$ cat src/rtl/wa_pkg.sv
package wa_pkg;
  typedef enum logic {
    ST_HUNT = 1'b0,
    ST_LOCK = 1'b1
  } align_st_e;
endpackage

$ cat src/rtl/wa_window.sv
module wa_window #(
  parameter int W = 10
) (
  input  logic           clk,
  input  logic           rst_n,
  input  logic [W-1:0]   din_i,
  output logic [2*W-1:0] win_o
);
  logic [W-1:0] cur_q, prev_q;
  logic [W-1:0] cur_d, prev_d;

  always_comb begin
    cur_d  = din_i;
    prev_d = cur_q;
  end

  always_ff @(posedge clk or negedge rst_n) begin
    if (!rst_n) begin
      cur_q  <= '0;
      prev_q <= '0;
    end else begin
      cur_q  <= cur_d;
      prev_q <= prev_d;
    end
  end

  // older word in the upper half: window bit 2W-1 is the earliest bit
  assign win_o = {prev_q, cur_q};
endmodule

$ cat src/rtl/wa_match.sv
module wa_match #(
  parameter int W    = 10,
  parameter int NPAT = 2
) (
  input  logic [2*W-1:0]    win_i,
  input  logic [NPAT*W-1:0] pat_i,
  input  logic [NPAT-1:0]   pat_en_i,
  output logic [W-1:0]      hit_o
);
  for (genvar k = 0; k < W; k++) begin : g_off
    logic [W-1:0]    slice;
    logic [NPAT-1:0] eq;
    assign slice = win_i[2*W-1-k -: W];
    for (genvar p = 0; p < NPAT; p++) begin : g_pat
      assign eq[p] = pat_en_i[p] && (slice == pat_i[p*W +: W]);
    end
    assign hit_o[k] = |eq;
  end
endmodule

$ cat src/rtl/wa_pick.sv
module wa_pick #(
  parameter int W = 10,
  localparam int OFFW = $clog2(W)
) (
  input  logic [W-1:0]    hit_i,
  output logic            found_o,
  output logic [OFFW-1:0] idx_o
);
  always_comb begin
    found_o = 1'b0;
    idx_o   = '0;
    // scan downward so the lowest set offset is written last
    for (int k = W - 1; k >= 0; k--) begin
      if (hit_i[k]) begin
        found_o = 1'b1;
        idx_o   = OFFW'(k);
      end
    end
  end
endmodule

$ cat src/rtl/word_aligner.sv
module word_aligner #(
  parameter int W    = 10,
  parameter int NPAT = 2
) (
  input  logic                  clk,
  input  logic                  rst_n,
  input  logic                  det_en_i,
  input  logic [NPAT*W-1:0]     pat_i,
  input  logic [NPAT-1:0]       pat_en_i,
  input  logic [W-1:0]          din_i,
  output logic [W-1:0]          dout_o,
  output logic                  comma_o,
  output logic                  realign_o,
  output logic                  aligned_o,
  output logic [$clog2(W)-1:0]  offset_o
);
  import wa_pkg::*;
  localparam int OFFW = $clog2(W);

  logic [2*W-1:0] win;
  logic [W-1:0]   hit;
  logic           found;
  logic [OFFW-1:0] idx;

  wa_window #(.W(W)) u_window (
    .clk(clk), .rst_n(rst_n), .din_i(din_i), .win_o(win)
  );

  wa_match #(.W(W), .NPAT(NPAT)) u_match (
    .win_i(win), .pat_i(pat_i), .pat_en_i(pat_en_i), .hit_o(hit)
  );

  wa_pick #(.W(W)) u_pick (
    .hit_i(hit), .found_o(found), .idx_o(idx)
  );

  align_st_e       st_q, st_d;
  logic [OFFW-1:0] off_q, off_d;
  logic [W-1:0]    dout_q, dout_d;
  logic            comma_q, comma_d;
  logic            realign_q, realign_d;
  logic            take;
  logic            move;
  logic [2*W-1:0]  shifted;

  always_comb begin
    take      = det_en_i && found;
    move      = take && ((st_q == ST_HUNT) || (idx != off_q));
    off_d     = move ? idx : off_q;
    st_d      = take ? ST_LOCK : st_q;
    shifted   = win << off_d;
    dout_d    = shifted[2*W-1 -: W];
    comma_d   = take;
    realign_d = move;
  end

  always_ff @(posedge clk or negedge rst_n) begin
    if (!rst_n) begin
      st_q      <= ST_HUNT;
      off_q     <= '0;
      dout_q    <= '0;
      comma_q   <= 1'b0;
      realign_q <= 1'b0;
    end else begin
      st_q      <= st_d;
      off_q     <= off_d;
      dout_q    <= dout_d;
      comma_q   <= comma_d;
      realign_q <= realign_d;
    end
  end

  assign dout_o    = dout_q;
  assign comma_o   = comma_q;
  assign realign_o = realign_q;
  assign aligned_o = (st_q == ST_LOCK);
  assign offset_o  = off_q;

  assert_comma_needs_enable_R2: assert property (@(posedge clk) disable iff (!rst_n)
    comma_o |-> $past(det_en_i));
  assert_offset_frozen_when_off_R2: assert property (@(posedge clk) disable iff (!rst_n)
    !$past(det_en_i) |-> $stable(offset_o));
  assert_realign_has_comma_R5: assert property (@(posedge clk) disable iff (!rst_n)
    realign_o |-> comma_o);
  assert_offset_moves_on_realign_R6: assert property (@(posedge clk) disable iff (!rst_n)
    !$stable(offset_o) |-> realign_o);
  assert_locked_realign_moves_R6: assert property (@(posedge clk) disable iff (!rst_n)
    (realign_o && $past(aligned_o)) |-> !$stable(offset_o));
  assert_comma_sets_lock_R7: assert property (@(posedge clk) disable iff (!rst_n)
    comma_o |-> aligned_o);
endmodule

$ cat config.mk
export PLATFORM = sky130hd
export DESIGN_NAME = word_aligner
export DESIGN_NICKNAME = d
export VERILOG_FILES = /design/src/rtl/wa_pkg.sv /design/src/rtl/wa_window.sv /design/src/rtl/wa_match.sv /design/src/rtl/wa_pick.sv /design/src/rtl/word_aligner.sv
export SDC_FILE = /design/constraint.sdc
export NUM_CORES = 1
export LEC_CHECK = 0
export CORE_MARGIN = 1
export CORE_UTILIZATION = 53
export CTS_CLUSTER_DIAMETER = 30
export DETAILED_ROUTE_END_ITERATION = 7
export HOLD_SLACK_MARGIN = 0.08
export PLACE_DENSITY_LB_ADDON = 0.1
export SYNTH_ARGS = -nofsm -noshare
export SYNTH_HDL_FRONTEND = slang
export SYNTH_SLANG_ARGS = --single-unit
$ cat constraint.sdc
create_clock -name clk -period 2.9 [get_ports clk]
set_input_delay 0.58 -clock clk [delete_from_list [all_inputs] [get_ports clk]]
set_output_delay 0.58 -clock clk [all_outputs]
set_load 0.005 [all_outputs]
# == Yosys cells after proc, flatten, opt, wreduce, memory -nomap -nowiden ==
# Cells that the tools add are included.
# op_classes
n_reduce_logical,33
add_sub_neg,0
div,0
n_shift,1
multipliers,0
n_mux,21
bitwise_logic,1
order_cmp,0
n_eq_ne,21
# ops
cell,n
10-bit equality test,20
4-bit 2-to-1 mux,11
1-bit logical AND,22
2-bit OR reduction,10
20-bit by 4-bit left shift with 20-bit output,1
1-bit 2-to-1 mux,10
4-bit inequality test,1
1-bit logical OR,1
1-bit inverter,1
# totals
word_cells,84
output_inout_bits,17
latchBits,0
regBits,37
input_bits,35
ram_bits,0
n_memories,0
mem_bits_ro,0

# == Longest topological paths before layout ==
# Gate-level depths: netlist of the first run.
# depth
depth_word,18
ltp_mapped,16
depth_no_buf,12

# == Hierarchy ==
# A second synthesis of the first run with hierarchy kept.
# unflattened
hier_cells,535
hier_area_um2,4615.7
# modules_own_cells
mod,n_inst,area_per_inst_um2,seq_area_each_um2,cells_each
wa_match,1,2521.2,0.0,320
word_aligner,1,1492.7,425.4,177
wa_window,1,500.5,500.5,20
wa_pick,1,101.3,0.0,18

# == Worst setup path before layout of the first run ==
# No wires, ideal clock.
# synth_path
path_type,input port to flip-flop
startpoint,input pat_i[16]
endpoint,"register dout_q[9], in the netlist dout_o[9]"
arrival_time_ns,3.275
n_path_buf,2
setup_ns,0.138
setup_slack_ns,-0.514
required_ns,2.762
cell_stages,14
cell_sequence,buf_4 > xor2_1 > or4_1 > nor4b_2 > a41oi_1 > and2_4 > a311oi_2 > a21oi_1 > o2111a_1 > a21oi_2 > mux2_4 > buf_12 > mux2i_1 > mux2i_1
# synth_between
elab_chain_len,18
elab_cells_between_ends,56
cone_classes,eq/ne: 11; shift: 1; mux: 21; reduce/logical: 23
# synth_rtl
item,line_no,text
"start, declared",word_aligner.sv:8,"input logic [NPAT*W-1:0] pat_i,"
10-bit equality test,wa_match.sv:15,assign eq[p] = pat_en_i[p] && (slice == pat_i[p*W +: W]);
1-bit logical AND,wa_match.sv:15,
2-bit OR reduction,wa_match.sv:17,assign hit_o[k] = |eq;
4-bit 2-to-1 mux (10 in series),wa_pick.sv:14,if (hit_i[k]) begin
4-bit inequality test,word_aligner.sv:48,move = take && ((st_q == ST_HUNT) || (idx != off_q));
1-bit logical OR,word_aligner.sv:48,
1-bit logical AND *,word_aligner.sv:48,
net move,word_aligner.sv:43,logic move;
4-bit 2-to-1 mux *,word_aligner.sv:49,off_d = move ? idx : off_q;
20-bit by 4-bit left shift with 20-bit output *,word_aligner.sv:51,shifted = win << off_d;
net shifted[19],word_aligner.sv:44,logic [2*W-1:0] shifted;
"end signal, assigned",word_aligner.sv:67,dout_q <= dout_d;
"end, declared",word_aligner.sv:39,"logic [W-1:0] dout_q, dout_d;"
# Mark *: on every way through the listed nets, which the timed path passes. The rest lies on a longest branch.
# A chain may end at the register's enable or synchronous reset.

# == Final worst setup path of the first run ==
# layout_path
startpoint,register u_window.cur_q[8]
endpoint,"register dout_q[0], in the netlist dout_o[0]"
# layout_between
elab_chain_len,18
elab_cells_between_ends,66
cone_classes,eq/ne: 17; shift: 1; mux: 21; reduce/logical: 27
# layout_rtl
item,line_no,text
"start, declared",wa_window.sv:9,"logic [W-1:0] cur_q, prev_q;"
"start signal, assigned",wa_window.sv:22,cur_q <= cur_d;
10-bit equality test,wa_match.sv:15,
1-bit logical AND,wa_match.sv:15,
2-bit OR reduction,wa_match.sv:17,
4-bit 2-to-1 mux (10 in series),wa_pick.sv:14,
4-bit inequality test,word_aligner.sv:48,
1-bit logical OR,word_aligner.sv:48,
1-bit logical AND *,word_aligner.sv:48,
net move,word_aligner.sv:43,
4-bit 2-to-1 mux *,word_aligner.sv:49,
20-bit by 4-bit left shift with 20-bit output *,word_aligner.sv:51,
net shifted[10],word_aligner.sv:44,
# Marks and branches as above.

==> summary.md, run 1 <==
| Metric | Value |
|---|---|
| Final HPWL DP | `12940 µm` |
| Final nets | `806` |
| Num ports | `52` |
| Synth Warn # | `0` |
| Post-route ant nets | `0` |
| Die ar. | `0.009853 mm²` |
| CP Data Required Time | `~3100 ps` |
| N_diodes | `0` |
| Area delta synth->final | `64.76%` |
| WP data arrival | `4240 ps` |
| Finished Cell Area | `0.008260 mm²` |
| Fmax | `0.2474 GHz` |
| Period utilization | `139.4%` |
| Commonest non-fill, non-tap cell in the layout | `buf_4` |
| Initial Util | `roughly 55%` |
| Syn_nets | `599` |
| Rel. slew slack | `a little over a third` |
| RD Place Congestion | `0.9589` |
| Async SR Flop Fraction | `100.0%` |
| Crit-path leading delay family | `compound AO/OA/AOI/OAI gates` |
| Slowest Stage Delay on Critical Path | `460 ps` |
| Die height | `99.26 µm` |
| Synth top area cells | `xnor2_1, dfrtp_1, mux2i_1` |
| Hold Vio Cnt, Final | `0` |
| Share of post-route cells with drive strength above 1 | `46.37%` |
| Startpoint types | `register` |
| Chip width | `between 90 and 100 µm` |
| Post-route setup slack | `-1143 ps` |
| Crit path buffers/inverters | `3` |
| CTS buffer count | `5` |
| First-pass GRT wire length | `about 32000 µm` |
| Clock Latency Late Sink | `320 ps` |
| Final setup fails | `15` |
| Leak Pwr | `3.366 nW` |
| Hold WS | `393.1 ps` |
| Hold Path Class | `in -> async` |
| Input/output buffers | `51` |
| Util after Layout | `89.82%` |
| Register area share after synthesis | `18.47%` |
| CP Depth | `15` |
| Core Area | `a little over 0.009 mm²` |
| Residual DRC | `2` |
| CTS root buffer | `clkbuf_8` |
| FF-to-FF End | `dout_o[0]` |
| Critical Path End Type | `register` |
| H-tree Lvls | `2` |
| Unique masters post-synth | `54` |
| Worst Path Class, Setup | `reg -> reg` |
| Largest net degree at the start of global routing | `38` |
| Hold-fix buffers at CTS | `0` |
| Worst slack, placed | `-1377 ps` |
| Pre-antenna DRT Iters | `8` |
| Initial antenna violation count | `0` |
| Total power | `3.270 mW` |
| Top FF cell, synth | `dfrtp_1` |
| CTS sink cnt | `37` |
| Min Tclk post-route | `between 4000 and 5000 ps` |
| Non-filler instance count after layout | `883` |
| CP most frequent cell | `buf_4` |
| Reg2Reg Depth | `15` |
| RSZ-0062 raised after global routing | `yes` |
| FF-to-FF Start | `u_window.cur_q[8]` |
| Area share of the largest cell type after synthesis | `about a quarter` |
| Max-slew violation count | `0` |
| CP max stage cell | `dfrtp_2` |
| Max Clock Skew | `26.72 ps` |
| Via count | `6307` |
| Avg Cell Area, Syn | `8.889 µm²` |
| Max FO, Critical Path | `7` |
| Vias in the first global route | `6055` |
| Post-DP Area | `0.006643 mm²` |
| Initial DRC Count | `853` |
| Slew of the pin with the lowest slew margin | `955.3 ps` |
| Grt total ovfl | `0` |
| Number of synthesized flops with an enable pin | `0` |
| Final wirelength | `roughly 26000 µm` |
| GRT Util Overall | `42.47%` |
| R2r setup slk | `-1140 ps` |
| Post-Synthesis Cell Area | `0.005014 mm²` |
| Clock buffer depth | `2` |
| Max Cap Viol | `0` |
| Routed WL per cell | `29.45 µm` |
| Routed vias/inst | `7.143` |
| Worst-path clk slew | `110 ps` |
| FP Rows | `35` |
| Failing checks | `design-rule violations, negative setup slack` |
| VDD IR-drop max | `434.0 µV` |
| Leading area contributor after synthesis | `xnor2_1` |
| Outcome | `finished with violations` |
| Setup_tns | `-12970 ps` |
| Crit-path cells | `buf_4, buf_4, buf_4, xnor2_1, nand3_1, nor3_2, a31oi_2, and2_4, a311oi_2, a21oi_1, o2111a_1, a21oi_4, mux2_4, mux2i_1, o22ai_1` |
| Power Dens Cells | `395.8 mW/mm²` |
| Post-Synthesis Cells | `564` |
| CTS tree | `built` |
| # placed instances | `824` |
| Most frequent cells in the layout | `buf_4, xnor2_1, nand4_1` |
| Seq cells post-synth | `37` |
-- cells by family (layout without fill, tap and decap cells) --
group                     count (synthesis)  after routing  synth area share [%]
xor gates and xnor gates                203            203                 35.46
buffers and inverters                    64            270                 8.460
and+or+nand+nor                         162            162                 18.99
muxes                                    59             61                 12.13
DFF                                      37             37                 18.47
AOI/OAI and AO/OA                        39             39                 6.489
-- cell usage after synthesis, types with 2 or more instances --
master and n:
a211oi_1 2, a21o_1 3, a21oi_1 4, a31o_2 2, a31oi_1 5, a41oi_1 5, and3b_1 2, buf_2 21
buf_4 20, buf_6 7, clkbuf_1 7, dfrtp_1 37, inv_1 6, mux2i_1 57, nand2_1 14, nand3_1 18
nand4_1 54, nor2_1 18, nor3_1 20, nor4_1 7, nor4b_1 12, o21ai_0 2, o21ai_1 3, o221ai_1 2
or3_1 2, or4_1 5, xnor2_1 148, xor2_1 55
-- worst max path at each step --
| stage | startpoint | endpoint | slack (ps) |
|---|---|---|---|
| after floorplan | pat_i[15] | dout_o[9] | -500 |
| after global placement | pat_i[16] | dout_o[0] | -1140 |
| after detailed placement | pat_i[16] | dout_o[9] | -1380 |
| after CTS | u_window.prev_q[2] | dout_o[1] | -590 |
| after global routing | pat_i[9] | dout_o[1] | -1080 |
| final | u_window.cur_q[8] | dout_o[0] | -1140 |
-- power by group --
part | leakage, nW | switching (mW) | internal, mW
Sequential | 0.432 | 0.0851 | 0.620
Clock | 0.0447 | 0.246 | 0.174
Combinational | 2.89 | 1.03 | 1.11
Total | 3.37 | 1.36 | 1.91
-- sequential cells by signal, indices dropped and copies added, names as in the netlist --
| signal | count |
|---|---|
| dout_o | 10 |
| u_window.cur_q | 10 |
| u_window.prev_q | 10 |
| offset_o | 4 |
| aligned_o | 1 |
| comma_o | 1 |
| realign_o | 1 |
-- cell type report --
class	instances	area, µm²
multi-input cells	465	4534
repair buffers	254	2524
fillers	385	935.9
flip-flops and latches	37	934.6
well taps	111	138.9
clock buffers	5	68.82
inverters	7	31.28
clock inverters	3	25.02
repair inverters	1	3.754
-- repair_timing --
item,CTS,global route
resized for setup,148,85
setup endpoints to repair,15,15
cloned,11,1
pin swaps,42,32
setup buffers,23,18
-- per-layer routing --
layer  track usage, %  vias up  part of all wire, %
li1                 -     2401                    -
met1            49.27     2902                   33
met2            69.18      718                   43
met3            9.909      286                   14
met4            30.32        0                  9.8
met5                0        -                    0
Power figures use the tool's default switching activity.
==> run 2, diff against run 1 <==
--- a/config.mk
+++ b/config.mk
@@ -5,6 +5,7 @@
 export SDC_FILE = /design/constraint.sdc
 export NUM_CORES = 1
 export LEC_CHECK = 0
+export CAP_MARGIN = 15
 export CORE_MARGIN = 1
 export CORE_UTILIZATION = 53
 export CTS_CLUSTER_DIAMETER = 30
==> results of run 2 <==
Final layout, timing and power as in run 1 (identical DEF).
==> run 3, diff against run 2 <==
--- a/config.mk
+++ b/config.mk
@@ -7,8 +7,7 @@
 export LEC_CHECK = 0
 export CAP_MARGIN = 15
 export CORE_MARGIN = 1
-export CORE_UTILIZATION = 53
-export CTS_CLUSTER_DIAMETER = 30
+export CORE_UTILIZATION = 59
 export DETAILED_ROUTE_END_ITERATION = 7
 export HOLD_SLACK_MARGIN = 0.08
 export PLACE_DENSITY_LB_ADDON = 0.1
==> constraint.sdc (replaced) <==
create_clock -name clk -period 4.61 [get_ports clk]
set_input_delay 0.922 -clock clk [delete_from_list [all_inputs] [get_ports clk]]
set_output_delay 0.922 -clock clk [all_outputs]
set_load 0.005 [all_outputs]
==> summary.md, run 3 (same netlist as run 1, synthesis figures left out) <==
| Metric | Value |
|---|---|
| Reg2Reg Depth | `14 (was 15)` |
| RSZ-0062 raised after global routing | `no (was yes)` |
| Final setup fails | `0 (was 15)` |
| Area delta synth->final | `15.72% (was 64.76%)` |
| Via count | `4581 (was 6307)` |
| Hold WS | `462.2 ps (was 393.1 ps)` |
| Finished Cell Area | `0.005802 mm² (was 0.008260 mm²)` |
| Pre-antenna DRT Iters | `5 (was 8)` |
| Clock Latency Late Sink | `310 ps (was 320 ps)` |
| Outcome | `finished clean (was finished with violations)` |
| CTS root buffer | `clkbuf_8 (unchanged)` |
| Period utilization | `93.95%` |
| Core Area | `0.008217 mm² (was 0.009196 mm²)` |
| Final HPWL DP | `11150 µm (was 12940 µm)` |
| Residual DRC | `0 (was 2)` |
| Max-slew violation count | `0 (unchanged)` |
| Largest net degree at the start of global routing | `38 (unchanged)` |
| RD Place Congestion | `0.9853 (was 0.9589)` |
| Routed vias/inst | `6.336 (was 7.143)` |
| Clock buffer depth | `2 (unchanged)` |
| Post-DP Area | `0.005712 mm² (was 0.006643 mm²)` |
| Routed WL per cell | `21.03 µm (was 29.45 µm)` |
| Worst-path clk slew | `90 ps (was 110 ps)` |
| R2r setup slk | `830 ps (was -1140 ps)` |
| Critical Path End Type | `register (unchanged)` |
| VDD IR-drop max | `215.6 µV (was 434.0 µV)` |
| Hold Path Class | `reg -> reg (was in -> async)` |
| Startpoint types | `input pin (was register)` |
| WP data arrival | `4510 ps (was 4240 ps)` |
| Initial DRC Count | `457 (was 853)` |
| Hold-fix buffers at CTS | `0 (unchanged)` |
| Hold Crit Endpoint | `u_window.prev_q[0]` |
| Min Tclk post-route | `4331 ps` |
| CTS buffer count | `5 (unchanged)` |
| Grt total ovfl | `0 (unchanged)` |
| Most frequent cells in the layout | `xnor2_1, mux2i_1, xor2_1 (was buf_4, xnor2_1, nand4_1)` |
| CTS tree | `built (unchanged)` |
| Leak Pwr | `2.151 nW (was 3.366 nW)` |
| Chip width | `94.18 µm (was 99.26 µm)` |
| Setup_tns | `0 ps (was -12970 ps)` |
| Post-route ant nets | `0 (unchanged)` |
| Final nets | `652 (was 806)` |
| Power Dens Cells | `262.0 mW/mm² (was 395.8 mW/mm²)` |
| Share of post-route cells with drive strength above 1 | `12.62% (was 46.37%)` |
| Vias in the first global route | `4554 (was 6055)` |
| Util after Layout | `70.61% (was 89.82%)` |
| Initial antenna violation count | `0 (unchanged)` |
| Hold path depth | `0` |
| Fillers | `668 (was 385)` |
| GRT Util Overall | `36.06% (was 42.47%)` |
| Hold Vio Cnt, Final | `0 (unchanged)` |
| Max FO, Critical Path | `20 (was 7)` |
| # placed instances | `715 (was 824)` |
| Non-filler instance count after layout | `723 (was 883)` |
| Commonest non-fill, non-tap cell in the layout | `xnor2_1 (was buf_4)` |
| HP Start | `u_window.cur_q[0]` |
| FF-to-FF Start | `u_window.prev_q[0] (was u_window.cur_q[8])` |
| Initial Util | `61.02% (was 54.52%)` |
| FF-to-FF End | `dout_o[0] (unchanged)` |
| Max Clock Skew | `9.961 ps (was 26.72 ps)` |
| FP Rows | `33 (was 35)` |
| N_diodes | `0 (unchanged)` |
| CTS sink cnt | `37 (unchanged)` |
| CP Data Required Time | `4790 ps (was 3100 ps)` |
| Fmax | `between 0.2 and 0.25 GHz` |
| Num ports | `52 (unchanged)` |
| Setup crit start | `pat_i[11] (was u_window.cur_q[8])` |
| Rel. slew slack | `42.35% (was 36.31%)` |
| Slew of the pin with the lowest slew margin | `864.7 ps (was 955.3 ps)` |
| Setup Buffers After CTS | `0 (was 23)` |
| Worst Path Class, Setup | `in -> reg (was reg -> reg)` |
| Final wirelength | `15210 µm (was 26010 µm)` |
| First-pass GRT wire length | `24120 µm (was 31800 µm)` |
| Max Cap Viol | `0 (unchanged)` |
| Die ar. | `0.008870 mm² (was 0.009853 mm²)` |
| H-tree Lvls | `2 (unchanged)` |
| Input/output buffers | `51 (unchanged)` |
| Die height | `94.18 µm (was 99.26 µm)` |
| Resized cells post-CTS | `0 (was 148)` |
run 3: final cells by class:
class	instances	area, µm²	area share (%)
Clock inverter	3	21.27	0.3666
Inverter	7	28.78	0.4960
Clock buffer	5	68.82	1.186
Sequential cell	37	925.9	15.96
Multi-Input combinational cell	463	3667	63.21
Timing Repair Buffer	103	958.4	16.52
Tap cell	105	131.4	2.264
run 3: how the worst max path moves through the flow:
stage	end	depth (start not counted)	slack [ps]
final	dout_o[0]	14	280
after global routing	dout_o[8]	15	70
after CTS	dout_o[0]	14	320
after detailed placement	dout_o[0]	15	20
after global placement	dout_o[4]	15	120
after floorplan	dout_o[9]	14	850
run 3: critical path, stage by stage:
cell and delay (ps):
clkdlybuf4s50_1 630, buf_4 280, xor2_1 160, nor4_1 230, nand4_1 180, o21ai_2 270, a211oi_1 90, or2_1 290
a221oi_4 290, xnor2_1 130, a21oi_2 190, mux2_4 450, mux2i_1 270, o22ai_1 110
run 3: routing by layer:
metal  global-route usage (%)  part of all wire [%]
met5                        0                     0
met4                    17.05                   4.0
met3                    5.906                   8.3
met2                    55.86                    46
met1                    48.50                    42
run 3: through the flow:
| stage | total power [mW] | worst slack, ps |
|---|---|---|
| 6_report | 1.520 | 278.7 |
| 5_1_grt | 1.608 | 65.38 |
| 4_1_cts | 1.517 | 322.7 |
| 3_5_place_dp | 1.264 | 21.15 |
| 3_3_place_gp | 1.239 | 123.4 |
| 2_1_floorplan | 0.9999 | 854.4 |
run 3: where the power goes:
group / switching, mW / internal (mW) / leakage (nW)
clock: 0.144 / 0.108 / 0.0445
sequential: 0.0517 / 0.389 / 0.439
combinational: 0.412 / 0.416 / 1.67
total: 0.607 / 0.913 / 2.15
